**src/rtl/lat_pkg.sv**
```systemverilog
package lat_pkg;

   typedef enum logic [1:0] {
      ST_IDLE,
      ST_ADDR,
      ST_DATA,
      ST_RESP
   } lat_state_e;

   localparam int unsigned PAGE_BYTES = 4096;
   localparam int unsigned PAGE_OFF_W = 12;
   localparam int unsigned MAX_BEATS  = 256;
   localparam logic [1:0]  BURST_INCR = 2'b01;

   // SLVERR and DECERR count as failures, OKAY and EXOKAY do not
   function automatic logic resp_is_err(input logic [1:0] resp);
      return (resp == 2'b10) || (resp == 2'b11);
   endfunction

endpackage

```
**src/rtl/lat_burst_calc.sv**
```systemverilog
module lat_burst_calc import lat_pkg::*; #(
   parameter int unsigned BEAT_SHIFT = 2,
   parameter int unsigned REM_W      = 12
) (
   input  logic [PAGE_OFF_W-1:0] page_off,
   input  logic [REM_W-1:0]      rem_beats,
   output logic [8:0]            burst_beats,
   output logic [7:0]            axlen
);

   localparam int unsigned PG_W = PAGE_OFF_W + 1;
   localparam int unsigned CW   = (REM_W > PG_W) ? REM_W : PG_W;

   logic [PG_W-1:0] to_page;
   logic [CW-1:0]   rem_c;
   logic [CW-1:0]   pg_c;
   logic [CW-1:0]   lim_pg;
   logic [CW-1:0]   lim;

   always_comb begin
      to_page = (PG_W'(PAGE_BYTES) - {1'b0, page_off}) >> BEAT_SHIFT;
      rem_c   = CW'(rem_beats);
      pg_c    = CW'(to_page);
      lim_pg  = (rem_c < pg_c) ? rem_c : pg_c;
   end

   generate
      if ((MAX_BEATS << BEAT_SHIFT) < PAGE_BYTES) begin : g_cap
         always_comb lim = (lim_pg > CW'(MAX_BEATS)) ? CW'(MAX_BEATS) : lim_pg;
      end else begin : g_nocap
         assign lim = lim_pg;
      end
   endgenerate

   assign burst_beats = 9'(lim);
   assign axlen       = 8'(lim - CW'(1));

endmodule

```
**src/rtl/lat_sat_timer.sv**
```systemverilog
module lat_sat_timer #(
   parameter int unsigned CNT_W = 32
) (
   input  logic             clk,
   input  logic             rst_n,
   input  logic             clear,
   input  logic             stop,
   output logic [CNT_W-1:0] count_nxt
);

   localparam logic [CNT_W-1:0] CNT_MAX = '1;

   logic             running;
   logic [CNT_W-1:0] count;

   assign count_nxt = (count == CNT_MAX) ? CNT_MAX : count + 1'b1;

   always_ff @(posedge clk) begin
      if (!rst_n) begin
         running <= 1'b0;
         count   <= '0;
      end else if (clear) begin
         running <= 1'b1;
         count   <= '0;
      end else if (running) begin
         count <= count_nxt;
         if (stop) running <= 1'b0;
      end
   end


   sat_hold_chk: assert property (@(posedge clk) disable iff (!rst_n)
      running && !clear && (count == CNT_MAX) |=> (count == CNT_MAX));

endmodule

```
**src/rtl/lat_probe.sv**
```systemverilog
module lat_probe import lat_pkg::*; #(
   parameter int unsigned ADDR_W = 32,
   parameter int unsigned DATA_W = 64,
   parameter int unsigned LEN_W  = 13,
   parameter int unsigned CNT_W  = 32
) (
   input  logic                clk,
   input  logic                rst_n,
   input  logic                cmd_start,
   input  logic                cmd_is_write,
   input  logic [ADDR_W-1:0]   cmd_addr,
   input  logic [LEN_W-1:0]    cmd_len,
   output logic                busy,
   output logic                done,
   output logic                err,
   output logic [CNT_W-1:0]    latency,
   output logic [ADDR_W-1:0]   m_araddr,
   output logic [7:0]          m_arlen,
   output logic [2:0]          m_arsize,
   output logic [1:0]          m_arburst,
   output logic                m_arvalid,
   input  logic                m_arready,
   input  logic [1:0]          m_rresp,
   input  logic                m_rlast,
   input  logic                m_rvalid,
   output logic                m_rready,
   output logic [ADDR_W-1:0]   m_awaddr,
   output logic [7:0]          m_awlen,
   output logic [2:0]          m_awsize,
   output logic [1:0]          m_awburst,
   output logic                m_awvalid,
   input  logic                m_awready,
   output logic [DATA_W-1:0]   m_wdata,
   output logic [DATA_W/8-1:0] m_wstrb,
   output logic                m_wlast,
   output logic                m_wvalid,
   input  logic                m_wready,
   input  logic [1:0]          m_bresp,
   input  logic                m_bvalid,
   output logic                m_bready
);

   localparam int unsigned BYTES      = DATA_W / 8;
   localparam int unsigned BEAT_SHIFT = $clog2(BYTES);
   localparam int unsigned REM_W      = LEN_W + 1 - BEAT_SHIFT;

   generate
      if ((DATA_W < 8) || ((1 << $clog2(DATA_W)) != DATA_W)) begin : g_bad_data
         $error("DATA_W must be a power of two of at least 8");
      end
      if (ADDR_W < PAGE_OFF_W) begin : g_bad_addr
         $error("ADDR_W must cover a 4 KiB page offset");
      end
      if (LEN_W <= BEAT_SHIFT) begin : g_bad_len
         $error("LEN_W must exceed the beat size code");
      end
      if (CNT_W < 2) begin : g_bad_cnt
         $error("CNT_W must be at least 2");
      end
   endgenerate

   lat_state_e       state;
   logic             is_wr;
   logic             final_burst;
   logic             first_hs;
   logic             done_q;
   logic             err_q;
   logic [ADDR_W-1:0] cur_addr;
   logic [REM_W-1:0] rem_beats;
   logic [REM_W-1:0] wbeat_no;
   logic [8:0]       beats_left;
   logic [CNT_W-1:0] lat_q;
   logic [CNT_W-1:0] tmr_nxt;
   logic [8:0]       burst_beats;
   logic [7:0]       axlen;
   logic [LEN_W:0]   len_up;
   logic [REM_W-1:0] start_beats;

   logic accept, addr_hs, r_hs, w_hs, b_hs, finish;

   assign len_up      = {1'b0, cmd_len} + (LEN_W+1)'(BYTES - 1);
   assign start_beats = REM_W'(len_up >> BEAT_SHIFT);

   lat_burst_calc #(
      .BEAT_SHIFT (BEAT_SHIFT),
      .REM_W      (REM_W)
   ) i_calc (
      .page_off    (cur_addr[PAGE_OFF_W-1:0]),
      .rem_beats   (rem_beats),
      .burst_beats (burst_beats),
      .axlen       (axlen)
   );

   assign accept  = (state == ST_IDLE) && cmd_start && (cmd_len != '0);
   assign addr_hs = (m_arvalid && m_arready) || (m_awvalid && m_awready);
   assign r_hs    = m_rvalid && m_rready;
   assign w_hs    = m_wvalid && m_wready;
   assign b_hs    = m_bvalid && m_bready;
   assign finish  = final_burst && ((r_hs && m_rlast) || b_hs);

   lat_sat_timer #(
      .CNT_W (CNT_W)
   ) i_timer (
      .clk       (clk),
      .rst_n     (rst_n),
      .clear     (addr_hs && first_hs),
      .stop      (finish),
      .count_nxt (tmr_nxt)
   );

   assign m_araddr  = cur_addr;
   assign m_arlen   = axlen;
   assign m_arsize  = 3'(BEAT_SHIFT);
   assign m_arburst = BURST_INCR;
   assign m_arvalid = (state == ST_ADDR) && !is_wr;
   assign m_rready  = (state == ST_DATA) && !is_wr;
   assign m_awaddr  = cur_addr;
   assign m_awlen   = axlen;
   assign m_awsize  = 3'(BEAT_SHIFT);
   assign m_awburst = BURST_INCR;
   assign m_awvalid = (state == ST_ADDR) && is_wr;
   assign m_wdata   = DATA_W'(wbeat_no);
   assign m_wstrb   = '1;
   assign m_wlast   = (beats_left == 9'd1);
   assign m_wvalid  = (state == ST_DATA) && is_wr;
   assign m_bready  = (state == ST_RESP);

   assign busy    = (state != ST_IDLE);
   assign done    = done_q;
   assign err     = err_q;
   assign latency = lat_q;

   always_ff @(posedge clk) begin
      if (!rst_n) begin
         state       <= ST_IDLE;
         is_wr       <= 1'b0;
         final_burst <= 1'b0;
         first_hs    <= 1'b0;
         done_q      <= 1'b0;
         err_q       <= 1'b0;
         cur_addr    <= '0;
         rem_beats   <= '0;
         wbeat_no    <= '0;
         beats_left  <= '0;
         lat_q       <= '0;
      end else begin
         case (state)
            ST_IDLE: if (accept) begin
               is_wr     <= cmd_is_write;
               cur_addr  <= cmd_addr;
               rem_beats <= start_beats;
               wbeat_no  <= '0;
               first_hs  <= 1'b1;
               done_q    <= 1'b0;
               err_q     <= 1'b0;
               state     <= ST_ADDR;
            end
            ST_ADDR: if (addr_hs) begin
               cur_addr    <= cur_addr + (ADDR_W'(burst_beats) << BEAT_SHIFT);
               rem_beats   <= rem_beats - REM_W'(burst_beats);
               beats_left  <= burst_beats;
               final_burst <= (REM_W'(burst_beats) == rem_beats);
               first_hs    <= 1'b0;
               state       <= ST_DATA;
            end
            ST_DATA: if (!is_wr) begin
               if (r_hs) begin
                  if (resp_is_err(m_rresp)) err_q <= 1'b1;
                  if (m_rlast) state <= final_burst ? ST_IDLE : ST_ADDR;
               end
            end else if (w_hs) begin
               wbeat_no   <= wbeat_no + 1'b1;
               beats_left <= beats_left - 9'd1;
               if (m_wlast) state <= ST_RESP;
            end
            ST_RESP: if (b_hs) begin
               if (resp_is_err(m_bresp)) err_q <= 1'b1;
               state <= final_burst ? ST_IDLE : ST_ADDR;
            end
            default: state <= ST_IDLE;
         endcase
         if (finish) begin
            done_q <= 1'b1;
            lat_q  <= tmr_nxt;
         end
      end
   end


   ar_hold_chk: assert property (@(posedge clk) disable iff (!rst_n)
      m_arvalid && !m_arready |=> m_arvalid && $stable(m_araddr) && $stable(m_arlen));


   aw_hold_chk: assert property (@(posedge clk) disable iff (!rst_n)
      m_awvalid && !m_awready |=> m_awvalid && $stable(m_awaddr) && $stable(m_awlen));


   page_cross_chk: assert property (@(posedge clk) disable iff (!rst_n)
      m_arvalid |-> (14'(m_araddr[PAGE_OFF_W-1:0])
                     + (14'(m_arlen) + 14'd1) * 14'(BYTES)) <= 14'(PAGE_BYTES));


   busy_fall_chk: assert property (@(posedge clk) disable iff (!rst_n)
      $fell(busy) |-> done);


   lat_hold_chk: assert property (@(posedge clk) disable iff (!rst_n)
      done && !cmd_start |=> done && $stable(latency));

endmodule

```
**config.mk**
```make
export PLATFORM = sky130hd
export DESIGN_NAME = lat_probe
export DESIGN_NICKNAME = d
export VERILOG_FILES = /design/src/rtl/lat_pkg.sv /design/src/rtl/lat_burst_calc.sv /design/src/rtl/lat_sat_timer.sv /design/src/rtl/lat_probe.sv
export SDC_FILE = /design/constraint.sdc
export NUM_CORES = 1
export LEC_CHECK = 0
export BUFFER_PORTS_ARGS = -buffer_cell sky130_fd_sc_hd__clkbuf_2
export CAP_MARGIN = 20
export CORE_MARGIN = 4
export CORE_UTILIZATION = 25
export DETAILED_ROUTE_END_ITERATION = 12
export PLACE_DENSITY_LB_ADDON = 0.08
export SLEW_MARGIN = 20
export SYNTH_ARGS = -nofsm -noshare
export SYNTH_HDL_FRONTEND = slang
export SYNTH_SLANG_ARGS = --single-unit
```
**constraint.sdc**
```tcl
create_clock -name clk -period 8.2 [get_ports clk]
set_input_delay 1.64 -clock clk [delete_from_list [all_inputs] [get_ports clk]]
set_output_delay 1.64 -clock clk [all_outputs]
set_load 0.05 [all_outputs]
```
# Yosys cells after proc, flatten, opt, wreduce, memory -nomap -nowiden
# Cells that the tools add are included.
[totals] register_bits=135 input_bits=59 output_inout_bits=203 word_cells=126
[classes] n_addsub=8 magnitude_cmp=2 eq_ne=23 muxes=42 bitwise=1 n_reduce_logical=37
[ops] op="2-to-1 mux 32 bit" count=3
[ops] op="2-to-1 mux 11 bit" count=6
[ops] op="one-hot mux 32 bit (2 select lines)" count=1
[ops] op="one-hot mux 11 bit (2 select lines)" count=2
[ops] op="2-to-1 mux 9 bit" count=4
[ops] op="adder 32 x 1 -> 32 bit (second input constant)" count=1
[ops] op="adder 32 x 12 -> 32 bit" count=1
[ops] op="equality test 32 bit (second input constant)" count=1
[ops] op="one-hot mux 9 bit (2 select lines)" count=1
[ops] op="2-to-1 mux 2 bit" count=8
[ops] op="adder 13 x 3 -> 14 bit (second input constant)" count=1
[ops] op="logical AND 1 bit" count=14
[ops] op="2-to-1 mux 1 bit" count=14
[ops] op="AND reduction 7 bit" count=2
[ops] op="nonzero test 13 bit" count=1
[ops] op="subtractor 13 x 12 -> 13 bit (first input constant)" count=1
[ops] op="equality test 2 bit (second input constant)" count=6
[ops] op="inequality test 2 bit (second input constant)" count=6
[ops] op="inequality test 3 bit (second input constant)" count=4
[ops] op="nonzero test 2 bit" count=6
[ops] op="adder 11 x 1 -> 11 bit (second input constant)" count=1
[ops] op="equality test 9 x 11 -> 1 bit" count=1
[ops] op="> comparator 11 x 9 -> 1 bit (second input constant)" count=1
[ops] op="< comparator 11 x 10 -> 1 bit" count=1
[ops] op="other kinds (18)" count=26

# Depth between registers and ports, before layout
# Gate-level depths: netlist of run 1.
[depth] word_depth=9 mapped_depth=24 depth_no_buf=22

# Hierarchy
# Synthesis of run 1 repeated with hierarchy kept, for this count alone.
[hier_totals] hier_cells=1319 hier_area_um2=10207.3
[by_module_without_submodules] module="lat_probe" instances=1 cells_each=891 area_per_inst_um2=6859.1 seq_area_each_um2=2042.0
[by_module_without_submodules] module="lat_sat_timer" instances=1 cells_each=310 area_per_inst_um2=2473.6 seq_area_each_um2=660.6
[by_module_without_submodules] module="lat_burst_calc" instances=1 cells_each=118 area_per_inst_um2=874.6 seq_area_each_um2=0.0

# Worst setup path after synthesis of run 1
# OpenSTA, ideal clock, no wires.
[synth_path] kind="flip-flop to output port" startpoint="register cur_addr[0], in the netlist m_araddr[0]" endpoint="output m_awlen[4]" arrival_ns=5.552 t_required_ns=6.560 slack_ns=1.008 stages_incl_launch_ff=19 path_buffers=3 path_cell_list="dfxtp_1 > or4_4 > or4_4 > buf_6 > nor3_4 > nand2b_2 > or3_1 > nand2_1 > ha_1 > a21o_1 > a211oi_1 > o211ai_2 > buf_2 > mux2i_1 > inv_1 > ha_1 > nand2_1 > xnor2_1 > buf_4"
[synth_via] elab_chain_len=6
[synth_rtl] item="start, declared" line_no="lat_probe.sv:68" rtl="logic [ADDR_W-1:0] cur_addr;"
[synth_rtl] item="start signal, assigned" line_no="lat_probe.sv:150" rtl="cur_addr <= cmd_addr;"
[synth_rtl] item="start signal, assigned" line_no="lat_probe.sv:159" rtl="cur_addr <= cur_addr + (ADDR_W'(burst_beats) << BEAT_SHIFT);"
[synth_rtl] item="subtractor 13 x 12 -> 13 bit (*)" line_no="lat_burst_calc.sv:21" rtl="to_page = (PG_W'(PAGE_BYTES) - {1'b0, page_off}) >> BEAT_SHIFT;"
[synth_rtl] item="< comparator 11 x 10 -> 1 bit" line_no="lat_burst_calc.sv:24" rtl="lim_pg = (rem_c < pg_c) ? rem_c : pg_c;"
[synth_rtl] item="2-to-1 mux 11 bit (*)" line_no="lat_burst_calc.sv:24"
[synth_rtl] item="> comparator 11 x 9 -> 1 bit" line_no="lat_burst_calc.sv:29" rtl="always_comb lim = (lim_pg > CW'(MAX_BEATS)) ? CW'(MAX_BEATS) : lim_pg;"
[synth_rtl] item="2-to-1 mux 9 bit (*)" line_no="lat_burst_calc.sv:29"
[synth_rtl] item="subtractor 8 x 1 -> 8 bit (*)" line_no="lat_burst_calc.sv:36" rtl="assign axlen = 8'(lim - CW'(1));"
[synth_rtl] item="end, declared" line_no="lat_probe.sv:28" rtl="output logic [7:0] m_awlen,"
# Every way passes the cells marked *; elsewhere a longest branch is shown, timed or not.

# Final worst setup path of run 1
[layout_path] startpoint="register cur_addr[1], in the netlist m_araddr[1]" endpoint="output m_arlen[4]"
[layout_via] elab_chain_len=6
[layout_rtl] item="subtractor 13 x 12 -> 13 bit (*)" line_no="lat_burst_calc.sv:21"
[layout_rtl] item="< comparator 11 x 10 -> 1 bit" line_no="lat_burst_calc.sv:24"
[layout_rtl] item="2-to-1 mux 11 bit (*)" line_no="lat_burst_calc.sv:24"
[layout_rtl] item="> comparator 11 x 9 -> 1 bit" line_no="lat_burst_calc.sv:29"
[layout_rtl] item="2-to-1 mux 9 bit (*)" line_no="lat_burst_calc.sv:29"
[layout_rtl] item="subtractor 8 x 1 -> 8 bit (*)" line_no="lat_burst_calc.sv:36"
[layout_rtl] item="end, declared" line_no="lat_probe.sv:18" rtl="output logic [7:0] m_arlen,"
# Marks and branches as above.

==> results of run 1 <==
[logic make-up (layout without fill, tap and decap cells)]
group / after synthesis / in the layout / synth area share, %
flops: 135 / 135 / 29.3
simple gates: 389 / 389 / 20.9
fa+ha+maj: 34 / 34 / 4.77
compound gates: 334 / 334 / 23.4
other cells: 2 / 71 / 0.0814
buf+inv: 227 / 281 / 13.9
mux: 16 / 16 / 1.80
xor+xnor: 62 / 62 / 5.88
[cells in the mapped netlist, types with 22 or more instances]
cell | instances | area [um^2]
buf_4 | 112 | 841
nand3_1 | 51 | 255
nand2_1 | 103 | 387
xnor2_1 | 40 | 350
a21oi_1 | 92 | 460
o21ai_0 | 88 | 440
ha_1 | 32 | 400
inv_1 | 43 | 161
dfxtp_1 | 135 | 2700
xor2_1 | 22 | 193
nor2_1 | 97 | 364
clkbuf_1 | 62 | 233
[area by class of cell]
class	instances	area (um^2)	area share (%)
Clock buffer	20	457	4.29
Clock inverter	12	151	1.42
Inverter	45	169	1.59
Multi-Input combinational cell	906	5520	51.8
Sequential cell	135	2700	25.4
Tap cell	468	586	5.50
Timing Repair Buffer	204	1060	9.97
[worst paths after layout]
check / start / to / slack, ps / depth (start not counted)
worst max-delay path: m_araddr[1]$_SDFFE_PN0P_ / m_arlen[4] / 1250 / 14
worst min-delay path: first_hs$_SDFFE_PN0P_ / first_hs$_SDFFE_PN0P_ / 500 / 2
worst max register to register: m_araddr[1]$_SDFFE_PN0P_ / m_araddr[15]$_SDFFE_PN0P_ / 1520 / 21
worst min register to register: first_hs$_SDFFE_PN0P_ / first_hs$_SDFFE_PN0P_ / 500 / 2
[sequential cells by signal, indices dropped and copies added, names as in the netlist]
| name | flops |
|---|---|
| beats_left | 9 |
| done | 1 |
| err | 1 |
| final_burst | 1 |
| first_hs | 1 |
| i_timer.count | 32 |
| i_timer.running | 1 |
| is_wr | 1 |
| latency | 32 |
| m_araddr | 32 |
| rem_beats | 11 |
| state | 2 |
| wbeat_no | 11 |
[routing by layer]
metal  share of wire (%)  wire length (um)  GRT usage (%)
met1                  46             15000           20.1
met2                  49             15900           27.3
met3                 3.8              1230           3.06
met4                 1.6               514           4.03
met5                   0                 0              0
[per-stage QoR]
stage	hold WS (ps)	power, W	std cells	setup WS (ps)	area (um^2)
2_1_floorplan	450	0.00276	1268	1010	9490
3_3_place_gp	470	0.00324	1758	1700	10000
3_5_place_dp	482	0.00323	1758	1650	10000
4_1_cts	497	0.00407	1790	1160	10600
5_1_grt	508	0.00428	1790	856	10600
6_report	497	0.00402	1790	1250	10600
[cell usage in the layout (no fill, tap or decap), types with 11 or more instances in the layout]
cell | synthesis | routed
inv_1 | 43 | 43
and3_1 | 21 | 21
clkbuf_16 | 0 | 17
dfxtp_1 | 135 | 135
o211ai_1 | 11 | 11
a311oi_1 | 20 | 20
mux2i_1 | 11 | 11
clkbuf_2 | 1 | 188
a211oi_1 | 18 | 18
a21oi_1 | 92 | 91
buf_4 | 112 | 16
nand2_1 | 103 | 103
xnor2_1 | 40 | 40
conb_1 | 2 | 71
a31oi_1 | 18 | 18
nand4_1 | 17 | 17
nor2_1 | 97 | 95
o21a_1 | 11 | 11
nand3_1 | 51 | 51
xor2_1 | 22 | 22
nor3_1 | 20 | 20
ha_1 | 32 | 32
o21ai_0 | 88 | 88
nor4_1 | 13 | 13
[worst register-to-register path, cell delays in order, from the launching register on]
cell and delay [ps]:
dfxtp_1 370, or4_4 580, or4_4 500, nor3_4 200, nand2b_2 140, or3_1 350
ha_1 310, nand4b_1 190, nor3_1 270, o21ai_0 170, o211ai_2 320, buf_4 350
mux2i_1 360, or2_2 220, inv_1 50, ha_1 310, o21ai_0 140, a21boi_1 350
o221ai_1 420, and2_0 420, or4_1 440, a31oi_1 160
[report_power, final]
| group | switching (W) | total [W] | internal, W |
|---|---|---|---|
| Clock | 0.000321 | 0.000814 | 0.000493 |
| Combinational | 0.00169 | 0.00233 | 0.000636 |
| Sequential | 0.000147 | 0.000877 | 0.000730 |
==> impl_metrics.tcl, run 1 <==
set metrics [dict create \
    ir_drop_v 0.000252 \
    utilization_pct 29.1 \
    clockRootBuffer "clkbuf_16" \
    arrival_ps 5310 \
    crit_path_frequent_cell "or4_4" \
    slew_viol_final 0 \
    synth_area_um2 9230 \
    async_flop_share_pct 0 \
    gr-usage-all-layers_pct 15.7 \
    post_cts_resized 0 \
    routabilityCongestion 0.799 \
    path_cells "or4_4 -> or4_4 -> nor3_4 -> nand2b_2 -> or3_1 -> nand2_1 -> ha_1 -> a21o_1 -> a211oi_1 -> o211ai_2 -> buf_4 -> o21ai_0 -> xnor2_1 -> clkbuf_2" \
    drt_wl_total_mm 32.6 \
    first_iter_violations 419 \
    slowest_stage "o21ai_0" \
    criticalPathCategory "reg -> out" \
    end_kind "primary output" \
    ios 262 \
    drt-pass1-iter-count 4 \
    cp_slowest_stage_delay_ps 650 \
    yosys_warnings 0 \
    fin_nets 1402 \
    rows 70 \
    path_max_fanout 16 \
    clk_pin_slew_ps 70 \
    nFillCells 4055 \
    cts_tree "built" \
    diodes 0 \
    skew_ps 13.1 \
    start_util_pct 25.3 \
    fmax_ghz 0.144 \
    cp-start-kind "flip-flop" \
    grt_overflow 0 \
    dp_hpwl_mm 23.5 \
    synth_cell_types 81 \
    grt_pass1_wl_mm 50.5 \
    area_delta_synth_final_pct 15.3 \
    powerDensity_nw_per_um2 378 \
    tritoncts.num_buffers 17 \
    drv_cap 0 \
    vias_per_cell 4.83 \
    ant_nets 0 \
    p_leak_nw 4.45 \
    clkLatencyLatePin_ps 440 \
    dieArea_um2 40100 \
    synthCells 1199 \
    finalSetupViolCount 0 \
    final.setup.tns_ps 0 \
    wire_per_inst_um 18.2 \
    die_w_um 200 \
    hold_path.class "reg -> reg" \
    worst_pin_slew_ps 811 \
    grt_pass1_vias 8455 \
    fp.dieH_um 200 \
    status "complete, no violations" \
    grt_max_degree 67 \
    drc 0 \
    finalCriticalPeriod_ps 6950 \
    post-route-period-util_pct 84.8 \
    cts_buffer_depth 2 \
    crit_required_ps 6560 \
    dr_total_vias 8642 \
    syn_area_per_cell_um2 7.70 \
    path_buf_inv 2 \
    holdBufCountCts 0 \
    relSlewSlack_pct 45.8 \
    cts_sinks 135 \
    htree_levels 4 \
    port_buffers 188 \
    synth_edf_count 0 \
    postCtsSetupBuffers 0 \
    grt_setup_unrepaired "no" \
    coreArea_um2 36500 \
    crit_family "simple AND/OR/NAND/NOR gates" \
    ys_ff_latch 135 \
    antenna_found_initial 0 \
    synth_top_flop_cell "dfxtp_1" \
    ys_seq_area_share_pct 29.3 \
    hold_viol_final 0 \
    drive_gt1_share_pct 20.0 \
]
No activity file was read; power rests on OpenSTA's default activity.
==> inputs of run 2 (changes only) <==
Settings changed: ABC_AREA from default to 1.
Clock period 8.2 ns to 5.8 ns, I/O delays scaled along.
==> impl_metrics.tcl, run 2 <==
set metrics [dict create \
    clk_pin_slew_ps 60 \
    coreArea_um2 37700 \
    ff2ff_path_depth 33 \
    status "complete, no violations" \
    cts_tree "built" \
    finalCriticalPeriod_ps 5460 \
    crit_path_frequent_cell "nand2_1" \
    path_cells "nor2_2 -> nand3_2 -> buf_4 -> or2_2 -> nand2_1 -> nand2_1 -> ha_1 -> nand2_1 -> nor4_4 -> nand2_4 -> nand2_8 -> nand2_1 -> nand2_2 -> nand2_2 -> nor2_4 -> nand3_2 -> a21oi_4 -> buf_4 -> inv_1 -> ha_2 -> nand3_1 -> nand2_1 -> nand2_1 -> clkbuf_4" \
    gr-usage-all-layers_pct 16.0 \
    yosysMostFrequentCell "nand2_1" \
    fp.dieH_um 203 \
    async_flop_share_pct 0 \
    rows 71 \
    antenna_found_initial 3 \
    powerDensity_nw_per_um2 728 \
    layout_commonest_cell "nand2_1" \
    grt_setup_unrepaired "yes" \
    finalSetupViolCount 0 \
    fin_nets 1660 \
    arrival_ps 4300 \
    instances_no_fill 2091 \
    drv_cap 0 \
    yosys-top-cells-count "nand2_1, inv_1, nor2_1" \
    yosys_warnings 0 \
    yosys.area.top_type "dfxtp_1" \
    synth.area.top_cells "dfxtp_1, nand2_1, buf_4" \
    ir_drop_v 0.000469 \
    hold_path.class "reg -> reg" \
    r2r-start "m_araddr[2]$_SDFFE_PN0P_" \
    clockRootBuffer "clkbuf_16" \
    drc 0 \
    cts_buffer_depth 2 \
    end_kind "primary output" \
    criticalPathCategory "reg -> out" \
    finalPower_w 0.00819 \
    worst_pin_slew_ps 914 \
    synth_edf_count 0 \
    clkLatencyLatePin_ps 440 \
    grt_pass1_wl_mm 52.1 \
    most-common-layout-cells "nand2_1, clkbuf_2, inv_1" \
    dp_hpwl_mm 25.7 \
    path_max_fanout 11 \
    hold_viol_final 0 \
    syn_area_per_cell_um2 6.71 \
    dieArea_um2 41300 \
    reg2reg_to "m_araddr[20]$_SDFFE_PN0P_" \
    slew_viol_final 0 \
    start_util_pct 25.3 \
    drive_gt1_share_pct 20.9 \
    synthCells 1420 \
    grt_pass1_vias 8811 \
    htree_levels 4 \
    ios 262 \
    vias_per_cell 4.46 \
    ys_ff_latch 135 \
    tritoncts.num_buffers 17 \
    synth_cell_types 50 \
    drt_wl_total_mm 33.4 \
    synth_top_area_share_pct 28.4 \
    post-route-period-util_pct 94.2 \
    hold_slack_ps 465 \
    skew_ps 11.2 \
    slowest_stage "dfxtp_1" \
    dp.cells 2054 \
    cts_sinks 135 \
    ys_seq_area_share_pct 28.4 \
    dr_total_vias 9324 \
    synth_top_flop_cell "dfxtp_1" \
    cp_slowest_stage_delay_ps 360 \
    die_w_um 203 \
    first_iter_violations 529 \
    ant_nets 0 \
    p_leak_nw 5.29 \
    fmax_ghz 0.183 \
    r2r_slack_ps 560 \
    wire_per_inst_um 16.0 \
    cp-endpoint "m_arlen[6]" \
    routabilityCongestion 0.810 \
    port_buffers 188 \
    startpoint "m_araddr[2]$_SDFFE_PN0P_" \
    grt_overflow 0 \
    crit_required_ps 4640 \
    cp-start-kind "flip-flop" \
    relSlewSlack_pct 39.0 \
    area_delta_synth_final_pct 18.1 \
    grt_max_degree 59 \
    synth_area_um2 9530 \
    drt-pass1-iter-count 5 \
]
==> run 2: cell count changes after synthesis, moves of 29 or more <==
cell / before / now
inv_1: 43 / 151
nand2_1: 103 / 252
a21oi_1: 92 / 124
xnor2_1: 40 / 11
nor2_1: 97 / 142
clkbuf_1: 62 / 29
==> run 2: report_power, final <==
part / switching, W / leakage, nW / internal, W
combinational: 0.00408 / 3.89 / 0.00157
sequential: 0.000269 / 1.10 / 0.00112
clock: 0.000466 / 0.293 / 0.000680
total: 0.00482 / 5.29 / 0.00337
==> run 2: logic make-up after synthesis <==
kind of cell / count (synthesis) / synth area share, %
compound gates: 312 / 18.4
xor+xnor: 33 / 3.03
fa+ha+maj: 34 / 4.62
buf+inv: 317 / 17.4
flops: 135 / 28.4
mux: 1 / 0.105
other cells: 2 / 0.0788
simple gates: 586 / 28.0
==> run 2: layer usage <==
layer	vias to the layer above	global-route usage, %	share of wire (%)
li1	4798	-	-
met1	4280	22.5	49
met2	216	25.3	45
met3	26	3.28	4.9
met4	4	3.61	1.3
met5	-	0	0.12
==> run 2: timing repair <==
| item | CTS | global route |
|---|---|---|
| gates resized for setup | 7 | 21 |
| pin swaps | 0 | 5 |
| hold buffers | 0 | 0 |
| endpoints found under the setup margin | 8 | 27 |
| buffers inserted | 0 | 5 |
==> run 2: metrics by stage <==
step / worst slack [ps] / setup TNS, ps / cell area (um^2) / util [%]
after floorplan: 181 / 0 / 9800 / -
after global placement: 239 / 0 / 10500 / 27.9
after detailed placement: 192 / 0 / 10500 / 27.9
after CTS: 4.41 / 0 / 11100 / 29.5
after global routing: -37.3 / -128 / 11300 / 29.9
final: 337 / 0 / 11300 / 29.9
==> run 2: layout make-up <==
class	instances	area, um^2
Timing Repair Buffer	218	1220
Clock buffer	22	484
Inverter	158	593
Sequential cell	135	2700
Antenna cell	1	2.50
Fill cell	4256	26400
Multi-Input combinational cell	1037	5500
Clock inverter	9	116
Tap cell	511	639
==> run 2: critical path, delay by kind of cell, from the launching register on <==
family	cells	cell delay, ps
simple gates	17	2130
buf+inv	4	670
fa+ha+maj	2	540
flops	1	360
compound gates	1	170
==> run 2: worst min path at each step <==
| stage | from | end | slack (ps) | cells past startpoint |
|---|---|---|---|---|
| global placement | done$_SDFFE_PN0P_ | done$_SDFFE_PN0P_ | 450 | 2 |
| detailed placement | first_hs$_SDFFE_PN0P_ | first_hs$_SDFFE_PN0P_ | 460 | 2 |
| global route | err$_SDFFE_PN0P_ | err$_SDFFE_PN0P_ | 510 | 2 |
| CTS | first_hs$_SDFFE_PN0P_ | first_hs$_SDFFE_PN0P_ | 470 | 2 |
| finish | first_hs$_SDFFE_PN0P_ | first_hs$_SDFFE_PN0P_ | 460 | 2 |
| floorplan | first_hs$_SDFFE_PN0P_ | first_hs$_SDFFE_PN0P_ | 440 | 2 |
==> inputs of run 3 (changes only) <==
==> constraint.sdc (replaced) <==
create_clock -name clk -period 5.8 [get_ports clk]
set_input_delay 1.16 -clock clk [delete_from_list [all_inputs] [get_ports clk]]
set_output_delay 1.16 -clock clk [all_outputs]
set_load 0.02 [all_outputs]
==> impl_metrics.tcl, run 3 (synthesis results as in run 2) <==
set metrics [dict create \
    status "complete, no violations" \
    nFillCells 4280 \
    coreArea_um2 37700 \
    post-route-period-util_pct 93.0 \
    ios 262 \
    cts_sinks 135 \
    first_iter_violations 476 \
    cp_slowest_stage_delay_ps 360 \
    path_buf_inv 6 \
    port_buffers 188 \
    pre_cts_ws_ps 219 \
    drc 0 \
    clockRootBuffer "clkbuf_16" \
    rows 71 \
    ir_drop_v 0.000261 \
    dr_total_vias 9260 \
    clkLatencyLatePin_ps 450 \
    criticalPathCategory "reg -> out" \
    powerDensity_nw_per_um2 626 \
    cts_tree "built" \
    grt_pass1_wl_mm 51.8 \
    clk_pin_slew_ps 70 \
    tritoncts.num_buffers 17 \
    die_w_um 203 \
    wire_per_inst_um 16.0 \
    slowest_stage "dfxtp_1" \
    most-common-layout-cells "nand2_1, clkbuf_2, inv_1" \
    finalSetupViolCount 0 \
    routabilityCongestion 0.814 \
    grt_overflow 0 \
    htree_levels 4 \
    hold_path.class "reg -> reg" \
    worst_slack_ps 404 \
    dpl-instance-area_um2 10500 \
    fmax_ghz 0.185 \
    diodes 0 \
    worst_pin_slew_ps 960 \
    crit_family "simple AND/OR/NAND/NOR gates" \
    antenna_found_initial 2 \
    arrival_ps 4240 \
    cp-start-kind "flip-flop" \
    fp.dieH_um 203 \
    grt_pass1_vias 8949 \
    layout_commonest_cell "nand2_1" \
    dp_hpwl_mm 25.5 \
    ant_nets 0 \
    drv_cap 0 \
    gr-usage-all-layers_pct 15.9 \
    slew_viol_final 0 \
    fin_nets 1661 \
    vias_per_cell 4.43 \
    path_max_fanout 11 \
    grt_max_degree 59 \
    finalCriticalPeriod_ps 5400 \
    area_delta_synth_final_pct 18.1 \
    skew_ps 11.9 \
    relSlewSlack_pct 35.9 \
    stdcell_area_um2 11300 \
    drt_wl_total_mm 33.4 \
    crit_required_ps 4640 \
    cts_buffer_depth 2 \
    drive_gt1_share_pct 20.8 \
    dieArea_um2 41300 \
    start_util_pct 25.3 \
    end_kind "primary output" \
    drt-pass1-iter-count 5 \
    hold_viol_final 0 \
    holdBufCountCts 0 \
    p_leak_nw 5.30 \
]
## run 3: cell types whose count changed in the layout (fill, tap and decap cells not counted), moves of 2 or more
cell	previous run	this run
inv_8	0	3
clkinv_4	4	2
clkbuf_2	182	185
clkbuf_4	2	0
buf_4	29	31
inv_6	1	4
buf_6	3	1
bufinv_16	2	4
clkbuf_8	4	1
## run 3: where the power goes
group	switching [W]	leakage, nW	internal [W]
combinational	0.00292	3.88	0.00148
sequential	0.000278	1.10	0.00112
clock	0.000506	0.322	0.000747
total	0.00370	5.30	0.00334
## run 3: worst reg2reg max path: cells and delay by family, from the launching register on
| kind | cells | cell delay [ps] |
|---|---|---|
| AND/OR/NAND/NOR | 26 | 3240 |
| flip-flops | 1 | 360 |
| AO/OA/AOI/OAI | 3 | 340 |
| buffers and inverters | 4 | 610 |
| adder cells (fa/ha/maj) | 2 | 590 |
## run 3: per-layer routing
metal  track usage, %  routed length, um  vias to the layer above
met5                0                 27                        -
met2             25.7              15400                      169
met4             4.07                402                        4
met3             3.64               1510                       22
li1                 -                  -                     4803
met1             21.7              16100                     4262
## run 3: per-stage QoR
step	utilization, %	instances	TNS, ps	total power, W	hold WS (ps)
3_3_place_gp	27.9	2055	0	0.00574	450
4_1_cts	29.6	2087	0	0.00703	467
3_5_place_dp	27.9	2055	0	0.00575	456
5_1_grt	29.9	2092	-25.6	0.00766	494
6_report	29.9	2092	0	0.00704	462
2_1_floorplan	-	1489	0	0.00471	441
## run 3: final cells by class
cell class              instances  area [um^2]  area share [%]
inverters                     158          593            5.27
well taps                     511          639            5.68
multi-input cells            1037         5470            48.6
clock inverters                14          211            1.88
clock buffers                  18          439            3.90
repair buffers                219         1190            10.6
flip-flops and latches        135         2700            24.0
## run 3: path summary, 6_finish.rpt
| path | startpoint | end | slack, ps | depth (start not counted) |
|---|---|---|---|---|
| max | m_araddr[2]$_SDFFE_PN0P_ | m_awlen[2] | 400 | 25 |
| max reg2reg | m_araddr[2]$_SDFFE_PN0P_ | m_araddr[28]$_SDFFE_PN0P_ | 570 | 35 |
| min reg2reg | first_hs$_SDFFE_PN0P_ | first_hs$_SDFFE_PN0P_ | 460 | 2 |
| min | first_hs$_SDFFE_PN0P_ | first_hs$_SDFFE_PN0P_ | 460 | 2 |
## run 3: timing repair
action	4_1_cts	5_1_grt
setup buffers	0	5
endpoints found under the setup margin	0	23
resized for setup	0	16
